**src/rtl/pms_pkg.sv**
```systemverilog
package pms_pkg;
  localparam int MODE_W = 3;

  typedef enum logic [1:0] {
    PS_NORMAL = 2'b00,
    PS_NAP    = 2'b01,
    PS_SLEEP  = 2'b10
  } pstate_e;

  // decoded level of the tri-level pin
  localparam logic [1:0] LVL_LOW  = 2'b00;
  localparam logic [1:0] LVL_MID  = 2'b01;
  localparam logic [1:0] LVL_HIGH = 2'b10;

  function automatic pstate_e lvl_state(input logic [1:0] lvl);
    case (lvl)
      LVL_LOW:  return PS_SLEEP;
      LVL_HIGH: return PS_NAP;
      default:  return PS_NORMAL;
    endcase
  endfunction

  // one-hot codes force a state, anything else defers to the pin
  function automatic pstate_e pick_state(input logic [MODE_W-1:0] code,
                                         input logic [1:0] lvl);
    case (code)
      3'b001:  return PS_NORMAL;
      3'b010:  return PS_NAP;
      3'b100:  return PS_SLEEP;
      default: return lvl_state(lvl);
    endcase
  endfunction
endpackage

```
**src/rtl/pms_code_bank.sv**
```systemverilog
module pms_code_bank
  import pms_pkg::*;
#(
  parameter int NUM_CORES = 4,
  localparam int FLAT_W = NUM_CORES * MODE_W
) (
  input  logic                 clk,
  input  logic                 rst,
  input  logic                 wr_en,
  input  logic [MODE_W-1:0]    wr_data,
  input  logic [NUM_CORES-1:0] core_sel,
  output logic [FLAT_W-1:0]    code_q
);
  // one holding register per core; soft reset is deliberately absent
  for (genvar c = 0; c < NUM_CORES; c++) begin : g_core
    always_ff @(posedge clk) begin
      if (rst)
        code_q[c*MODE_W +: MODE_W] <= '0;
      else if (wr_en && core_sel[c])
        code_q[c*MODE_W +: MODE_W] <= wr_data;
    end
  end
endmodule

```
**src/rtl/pms_state_resolve.sv**
```systemverilog
module pms_state_resolve
  import pms_pkg::*;
#(
  parameter int NUM_CORES = 4,
  localparam int FLAT_W = NUM_CORES * MODE_W,
  localparam int OUT_W  = NUM_CORES * 2
) (
  input  logic              clk,
  input  logic              rst,
  input  logic [FLAT_W-1:0] code_q,
  input  logic [1:0]        pin_lvl,
  output logic [OUT_W-1:0]  pwr_state
);
  for (genvar c = 0; c < NUM_CORES; c++) begin : g_core
    always_ff @(posedge clk) begin
      if (rst)
        pwr_state[c*2 +: 2] <= PS_SLEEP;
      else
        pwr_state[c*2 +: 2] <= pick_state(code_q[c*MODE_W +: MODE_W], pin_lvl);
    end
  end
endmodule

```
**src/rtl/pms_readback.sv**
```systemverilog
module pms_readback
  import pms_pkg::*;
#(
  parameter int NUM_CORES = 4,
  localparam int FLAT_W = NUM_CORES * MODE_W
) (
  input  logic                 clk,
  input  logic                 rst,
  input  logic                 soft_rst,
  input  logic [FLAT_W-1:0]    code_q,
  input  logic [NUM_CORES-1:0] core_sel,
  output logic [MODE_W-1:0]    rd_code
);
  logic [MODE_W-1:0] pick;

  // scan downward so the lowest selected core wins
  always_comb begin
    pick = '0;
    for (int c = NUM_CORES - 1; c >= 0; c--)
      if (core_sel[c]) pick = code_q[c*MODE_W +: MODE_W];
  end

  always_ff @(posedge clk) begin
    if (rst || soft_rst) rd_code <= '0;
    else                 rd_code <= pick;
  end
endmodule

```
**src/rtl/power_mode_sel.sv**
```systemverilog
module power_mode_sel
  import pms_pkg::*;
#(
  parameter int NUM_CORES = 4
) (
  input  logic                   clk,
  input  logic                   rst,
  input  logic                   soft_rst,
  input  logic [1:0]             pin_lvl,
  input  logic                   wr_en,
  input  logic [2:0]             wr_data,
  input  logic [NUM_CORES-1:0]   core_sel,
  output logic [2:0]             rd_code,
  output logic [2*NUM_CORES-1:0] pwr_state
);
  localparam int FLAT_W = NUM_CORES * MODE_W;

  logic [FLAT_W-1:0] code_q;

  pms_code_bank #(.NUM_CORES(NUM_CORES)) u_bank (
    .clk(clk), .rst(rst), .wr_en(wr_en), .wr_data(wr_data),
    .core_sel(core_sel), .code_q(code_q)
  );

  pms_state_resolve #(.NUM_CORES(NUM_CORES)) u_resolve (
    .clk(clk), .rst(rst), .code_q(code_q), .pin_lvl(pin_lvl),
    .pwr_state(pwr_state)
  );

  pms_readback #(.NUM_CORES(NUM_CORES)) u_rb (
    .clk(clk), .rst(rst), .soft_rst(soft_rst), .code_q(code_q),
    .core_sel(core_sel), .rd_code(rd_code)
  );
endmodule

```
**config.mk**
```make
export PLATFORM = sky130hd
export DESIGN_NAME = power_mode_sel
export DESIGN_NICKNAME = d
export VERILOG_FILES = /design/src/rtl/pms_pkg.sv /design/src/rtl/pms_code_bank.sv /design/src/rtl/pms_state_resolve.sv /design/src/rtl/pms_readback.sv /design/src/rtl/power_mode_sel.sv
export SDC_FILE = /design/constraint.sdc
export NUM_CORES = 1
export LEC_CHECK = 0
export BUFFER_PORTS_ARGS = -buffer_cell sky130_fd_sc_hd__buf_2
export CORE_MARGIN = 1.5
export CORE_UTILIZATION = 51
export DETAILED_ROUTE_END_ITERATION = 8
export GPL_ROUTABILITY_DRIVEN = 0
export PLACE_DENSITY = 0.83
export SYNTH_ARGS = -nofsm -noshare
export SYNTH_HDL_FRONTEND = slang
export SYNTH_SLANG_ARGS = --single-unit
```
**constraint.sdc**
```tcl
create_clock -name clk -period 1.05 [get_ports clk]
set_input_delay 0.315 -clock clk [delete_from_list [all_inputs] [get_ports clk]]
set_output_delay 0.315 -clock clk [all_outputs]
set_load 0.03 [all_outputs]
```
After elaboration in Yosys (flattened, before gate mapping). Index checks and enable logic that the tools add are counted.

Bits of input ports: 13. Register bits: 23. Logic and storage cells: 37. Output and inout bits: 11.

Multiplexer cells: 9. Equality and inequality tests: 13. Reductions and logical operators: 6.

Operators by type and width (count): $pmux W2 S3 (4); $eq A3 B1 Y1 const B (4); $eq A3 B2 Y1 const B (4); $eq A3 B3 Y1 const B (4); $mux W3 (4); $logic_and A1 B1 Y1 (4); $pmux W2 S2 (1); $eq A2 B2 Y1 const B (1); $logic_not A2 Y1 (1); $logic_or A1 B1 Y1 (1).

Depth between registers and ports, before layout. Gate-level depths: netlist of the first run.

Depth in word-level cells: 4. Mapped depth: 4. Gate-level depth less buffers: 3.

By module. A second synthesis of the first run with hierarchy kept.

Cell total of the unflattened synthesis: 112. Area, all modules: 1047.3 µm².

Modules (own cells, without submodules): pms_code_bank (seq. area each 240.2 µm², area each 490.5 µm², times used 1, cells an instance 45); pms_state_resolve (seq. area each 160.2 µm², area each 377.9 µm², times used 1, cells an instance 45); pms_readback (seq. area each 60.1 µm², area each 178.9 µm², times used 1, cells an instance 22).

Worst setup path before layout of the first run. Ideal clock, no wire load.

Path type: in2reg. From: input core_sel[2]. To: register u_rb.rd_code[2]. Setup slack: 0.099 ns. Stages on the path: 4. Setup time: 0.084 ns. Data arrival time: 0.867 ns. Path buffers: 1. Required time: 0.966 ns. Cells stage by stage: buf_4 -> nor2b_4 -> a221oi_2 -> o31ai_2.

Cells in the longest elaborated chain, start to end: 3.

Ends and longest elaborated chain: from (decl) (RTL line power_mode_sel.sv:12) `input logic [NUM_CORES-1:0] core_sel,`; $mux W3 (3 in a row) (RTL line pms_readback.sv:20) `if (core_sel[c]) pick = code_q[c*MODE_W +: MODE_W];`; to (signal assigned) (RTL line pms_readback.sv:25) `else rd_code <= pick;`; to (decl) (RTL line pms_readback.sv:12) `output logic [MODE_W-1:0] rd_code`.

No other way between the ends. A chain may end at the register's enable or synchronous reset.

Worst setup path after layout of the first run.
From: register u_resolve.pwr_state[7]. To: output pwr_state[7].

RTL lines: from (decl) (RTL line pms_state_resolve.sv:12) `output logic [OUT_W-1:0] pwr_state`; from (signal, indexed assignment) (RTL line pms_state_resolve.sv:19) `pwr_state[c*2 +: 2] <= pick_state(code_q[c*MODE_W +: MODE_W], pin_lvl);`; to (decl) (RTL line power_mode_sel.sv:14) `output logic [2*NUM_CORES-1:0] pwr_state`.

No word-level cell between the ends.

==> impl_metrics.toml, run 1 <==
[synthesis]
syn_nets = 134
ys_seq_area_share_pct = 45.0
yosysWarnings = 0
synth.area.mux_share_pct = 0
ys.flop_type = "dfxtp_1"
syn_inst = 121
synth_edf_count = 0
synth_top_family_by_area = "compound AO/OA/AOI/OAI gates"
yosys.area_share.simple_pct = 19.7
synth_seq_cells = 23
synth_adder_area_share_pct = 0
synth-xor-area-share_pct = 1.71
synth_cell_types = 21
avgSynthCellArea_um2 = 8.45
synthArstFlopShare_pct = 0
synth_compound_area_share_pct = 29.5
syn-cell-area_um2 = 1020

[critical_path]
cp.required_ps = 730
crit_family = "flip-flops"
critPathArrivalTime_ps = 790
worstPathMaxFanout = 1
start_kind = "flip-flop"
cp_cell_sequence = "buf_6"
worstSetupPathType = "flip-flop to output pin"
max_stage_delay_ps = 360
cp-end-kind = "output pin"
cp_num_buf_inv = 1
slowest_stage = "dfxtp_2"

[timing]
worst_slack_ps = -58.4
setup_viol = 11
fmax_mhz = 902
finalHoldViolCount = 0
fin_tns_setup_ps = -337
final.setup_skew_ps = 2.94
worst_pin_slew_ps = 330
post-route-period-util_pct = 106
slew_headroom_pct = 77.9
drv_slew = 0
rsz0062_at_grt = "true"
fin_crit_ps = 1110

[placed_design]
port_buffers = 23
dp_hpwl_um = 1690
placed_cell_area_um2 = 1210

[route]
routed_wl_um = 2360
wl_per_cell_um = 13.3
dr.max_layer_used = "met4"
drt_iter0_markers = 33
met3_length_um = 104
drc = 0
drt_first_pass_iters = 4
dr_total_vias = 1034
vias_per_cell = 5.81
ant_nets = 0
dr_wl_met2_um = 1180
wl_met1_um = 1050

[cells_and_area]
drive_gt1_share_pct = 36.4
layout_common_cells = "nand2_1 (20), a21oi_1 (18), nand3_1 (15)"
diodes = 0
final_net_count = 165
area_delta_synth_final_pct = 28.9
layout_commonest_cell = "nand2_1"
stdcell_area_um2 = 1320

[floorplan]
die_w_um = 47.8
die_y_um = 47.8
die_area_um2 = 2280
core_um2 = 1920
row_count = 16
start_util_pct = 53.2
io-pin-count = 24

[clocking]
cts_setup_buffers = 0
cts_buffers = 3
worstSkewPairLatency_ps = 300
htree_levels = 1
clk_path_buf_depth = 2
cts_hold_buf = 0
cts_tree = "yes"
path_clk_slew_ps = 120
clockRootBuffer = "clkbuf_4"
cts.sinks = 23

[power]
power_leakage_uw = 0.000567
peakVddDrop_mv = 0.896
p_per_area_nw_per_um2 = 1300

[global_route]
first_global_vias = 841
grt-ovfl-total = 0
grt_pass1_wl_um = 3620
grt_usage_pct = 23.0
grt_antenna_before_repair = 0
grt_max_degree = 17

[job]
maxCapViolCount = 0

[outcome]
status = "finished, violations left"
violations = "setup timing"

[worst_hold_path]
min_path_type = "input pin to flip-flop"
-- state kept, by name, indices dropped and copies added, names as in the netlist --
register,count
u_bank.code_q,12
u_resolve.pwr_state,8
u_rb.rd_code,3
-- worst register-to-register path, stage by stage (launching register included) --
cell and delay, ps:
dfxtp_1 410, o22ai_1 100, a221o_1 340
-- cells in the mapped netlist, drive strengths merged, types with 2 or more instances --
cell type / number / area share (%)
xnor2: 2 / 1.7
o22ai: 2 / 1.2
a221o: 2 / 2.0
a21oi: 18 / 8.8
dfxtp: 23 / 45
clkbuf: 3 / 1.2
o21ai: 7 / 3.4
o31ai: 5 / 5.1
nor2: 8 / 2.9
a21o: 6 / 4.5
buf: 4 / 2.4
nand3: 15 / 7.3
a221oi: 3 / 4.4
nand2: 20 / 7.3
-- per-stage QoR --
stage / hold slack [ps] / cells / total power [µW] / setup slack, ps / utilization [%]
2_1_floorplan: 462 / 121 / 1180 / 98.6 / -
3_3_place_gp: 502 / 174 / 1270 / -39.8 / 62.9
3_5_place_dp: 505 / 174 / 1280 / -122 / 62.9
4_1_cts: 281 / 178 / 1710 / -38.1 / 68.6
5_1_grt: 269 / 178 / 1790 / -92.9 / 68.6
6_report: 282 / 178 / 1710 / -58.4 / 68.6
-- routing by layer --
layer | track usage, % | vias to the layer above
met1 | 30.5 | 495
met5 | 0 | -
met2 | 37.3 | 42
li1 | - | 493
met3 | 4.53 | 4
met4 | 7.57 | 0
-- repair_timing --
| action | in CTS | in global routing |
|---|---|---|
| gates resized for setup | 33 | 0 |
| endpoints found under the setup margin | 11 | 11 |
| endpoints found under the hold margin | 0 | 0 |
| gates cloned | 0 | 0 |
-- final cells by class --
type                       instances  area [µm²]
inverter                           1        3.75
tap                               27        33.8
sequential                        23         474
multi-input combinational         90         520
timing repair buffer              33         259
clock buffer                       4        26.3
fill                             152         604
-- path summary, 6_finish.rpt --
kind / from / cells after the start / to / slack [ps]
min reg2reg: u_bank.code_q[4]$_SDFFE_PP0P_ / 2 / u_bank.code_q[4]$_SDFFE_PP0P_ / 520
min: wr_data[2] / 3 / u_bank.code_q[5]$_SDFFE_PP0P_ / 280
max: u_resolve.pwr_state[7]$_SDFF_PP1_ / 1 / pwr_state[7] / -60
max reg2reg: u_bank.code_q[1]$_SDFFE_PP0P_ / 2 / u_resolve.pwr_state[1]$_SDFF_PP1_ / 100
-- kinds of logic after synthesis --
kind of cell    after synthesis
simple gates                 45
buf+inv                       8
xor+xnor                      2
flops                        23
compound gates               43
-- power by group --
group          switching [µW]  total [µW]  internal [µW]
logic                     192         345            153
registers                43.4         970            926
clock network             249         397            148
Power figures use the tool's default switching activity.
==> run 2: changes to the inputs <==
CORE_UTILIZATION = 54   (was 51)
CTS_BUF_LIST = sky130_fd_sc_hd__clkbuf_2   (was default)
PLACE_DENSITY = 0.87   (was 0.83)
==> run 2 against run 1 <==
Compared with the run above:
- the run still ends with setup timing left
- register-to-register slack worse by 50 ps
- critical path depth unchanged
- sequential power up 0.4%
- critical endpoint is now rd_code[2]
- worst setup slack lost 35 ps
==> impl_metrics.toml, run 2 (synthesis gave the netlist of run 1 again) <==
[critical_path]
crit_family = "flip-flops"
max_stage_delay_ps = 370
worstPathMaxFanout = 1
start_kind = "flip-flop"
cp_cell_sequence = "buf_6"
slowest_stage = "dfxtp_2"
cp-end-kind = "output pin"
critPathArrivalTime_ps = 830
cp.required_ps = 730
worstSetupPathType = "flip-flop to output pin"
cp_num_buf_inv = 1

[floorplan]
core_um2 = 1750
row_count = 15
die_area_um2 = 2160
die_y_um = 46.5
die_w_um = 46.5
io-pin-count = 24
start_util_pct = 58.6

[route]
routed_wl_um = 2540
drc = 0
dr_total_vias = 1030
wl_per_cell_um = 14.6
drt_first_pass_iters = 4
vias_per_cell = 5.92
ant_nets = 0
drt_iter0_markers = 32

[timing]
post-route-period-util_pct = 109
finalHoldViolCount = 0
rsz0062_at_grt = "true"
worst_pin_slew_ps = 285
slew_headroom_pct = 80.8
fmax_mhz = 875
fin_tns_setup_ps = -940
worst_slack_ps = -93.0
drv_slew = 0
final.setup_skew_ps = 15.1
fin_crit_ps = 1140
setup_viol = 11

[clocking]
cts_tree = "yes"
cts_resized = 33
cts_setup_buffers = 0
cts_buffers = 3
htree_levels = 1
worstSkewPairLatency_ps = 330
clockRootBuffer = "clkbuf_2"
cts.sinks = 23
cts_hold_buf = 0
clk_path_buf_depth = 2
path_clk_slew_ps = 220

[outcome]
violations = "setup timing"
status = "finished, violations left"

[power]
peakVddDrop_mv = 0.905
power_uw = 1690
p_per_area_nw_per_um2 = 1290
power_leakage_uw = 0.000563

[cells_and_area]
layout_common_cells = "nand2_1 (20), a21oi_1 (18), nand3_1 (15)"
diodes = 0
largest_reg_flops = 12
top_register = "u_bank.code_q"
area_delta_synth_final_pct = 27.9
reg_top3 = "u_bank.code_q (12), u_resolve.pwr_state (8), u_rb.rd_code (3)"
layout_commonest_cell = "nand2_1"
multi_input_area_um2 = 520
nFillCells = 140
drive_gt1_share_pct = 36.9
regArea_um2 = 475
final_net_count = 163

[global_route]
grt-ovfl-total = 0
first_global_vias = 947
grt_pass1_wl_um = 3920
grt_usage_pct = 25.5
grt_max_degree = 21
grt_antenna_before_repair = 0

[job]
maxCapViolCount = 0

[worst_hold_path]
min_path_type = "input pin to flip-flop"

[placed_design]
port_buffers = 23
dp_hpwl_um = 1800
run 2: cell count changes in the layout (fill, tap and decap cells not counted), sizes merged:
cell,change
buf,-2
run 2: cell type report:
type                            count  area share, %
Multi-Input combinational cell     90           39.8
Sequential cell                    23           36.4
Timing Repair Buffer               31           19.6
Tap cell                           25           2.39
Clock buffer                        4           1.53
Inverter                            1          0.287
run 2: metrics by stage:
step | cells | instance area (µm²) | setup slack (ps) | util, % | hold WS (ps)
after floorplan | 121 | 1020 | 98.6 | - | 462
after global placement | 170 | 1200 | -0.409 | 69.0 | 500
after detailed placement | 170 | 1200 | -62.7 | 69.0 | 517
after CTS | 174 | 1310 | -90.8 | 74.8 | 241
after global routing | 174 | 1310 | -140 | 74.9 | 229
final | 174 | 1310 | -93.0 | 74.9 | 228
run 2: tightest hold or removal path: stages:
cell,delay [ps]
buf_2,130
nand3_1,60
a21oi_1,50
run 2: worst paths after layout:
check             slack, ps                           endpoint  cells after the start                     startpoint
setup / recovery        -90                         rd_code[2]                      1     u_rb.rd_code[2]$_SDFF_PP0_
hold / removal          230      u_bank.code_q[4]$_SDFFE_PP0P_                      3                     wr_data[1]
setup reg to reg         50  u_resolve.pwr_state[1]$_SDFF_PP1_                      2  u_bank.code_q[0]$_SDFFE_PP0P_
hold reg to reg         540      u_bank.code_q[4]$_SDFFE_PP0P_                      2  u_bank.code_q[4]$_SDFFE_PP0P_
run 2: power breakdown:
part           total, µW  switching (µW)  internal, µW
registers            974            45.6           928
clock network        367             266           101
logic                346             192           154
total               1690             504          1180
run 2: metal layers:
layer	GRT usage [%]	up-vias	routed length [µm]
met5	0	-	0
met4	12.6	0	51
met3	2.75	6	210
met2	43.9	54	1260
met1	31.1	478	1020
li1	-	492	-
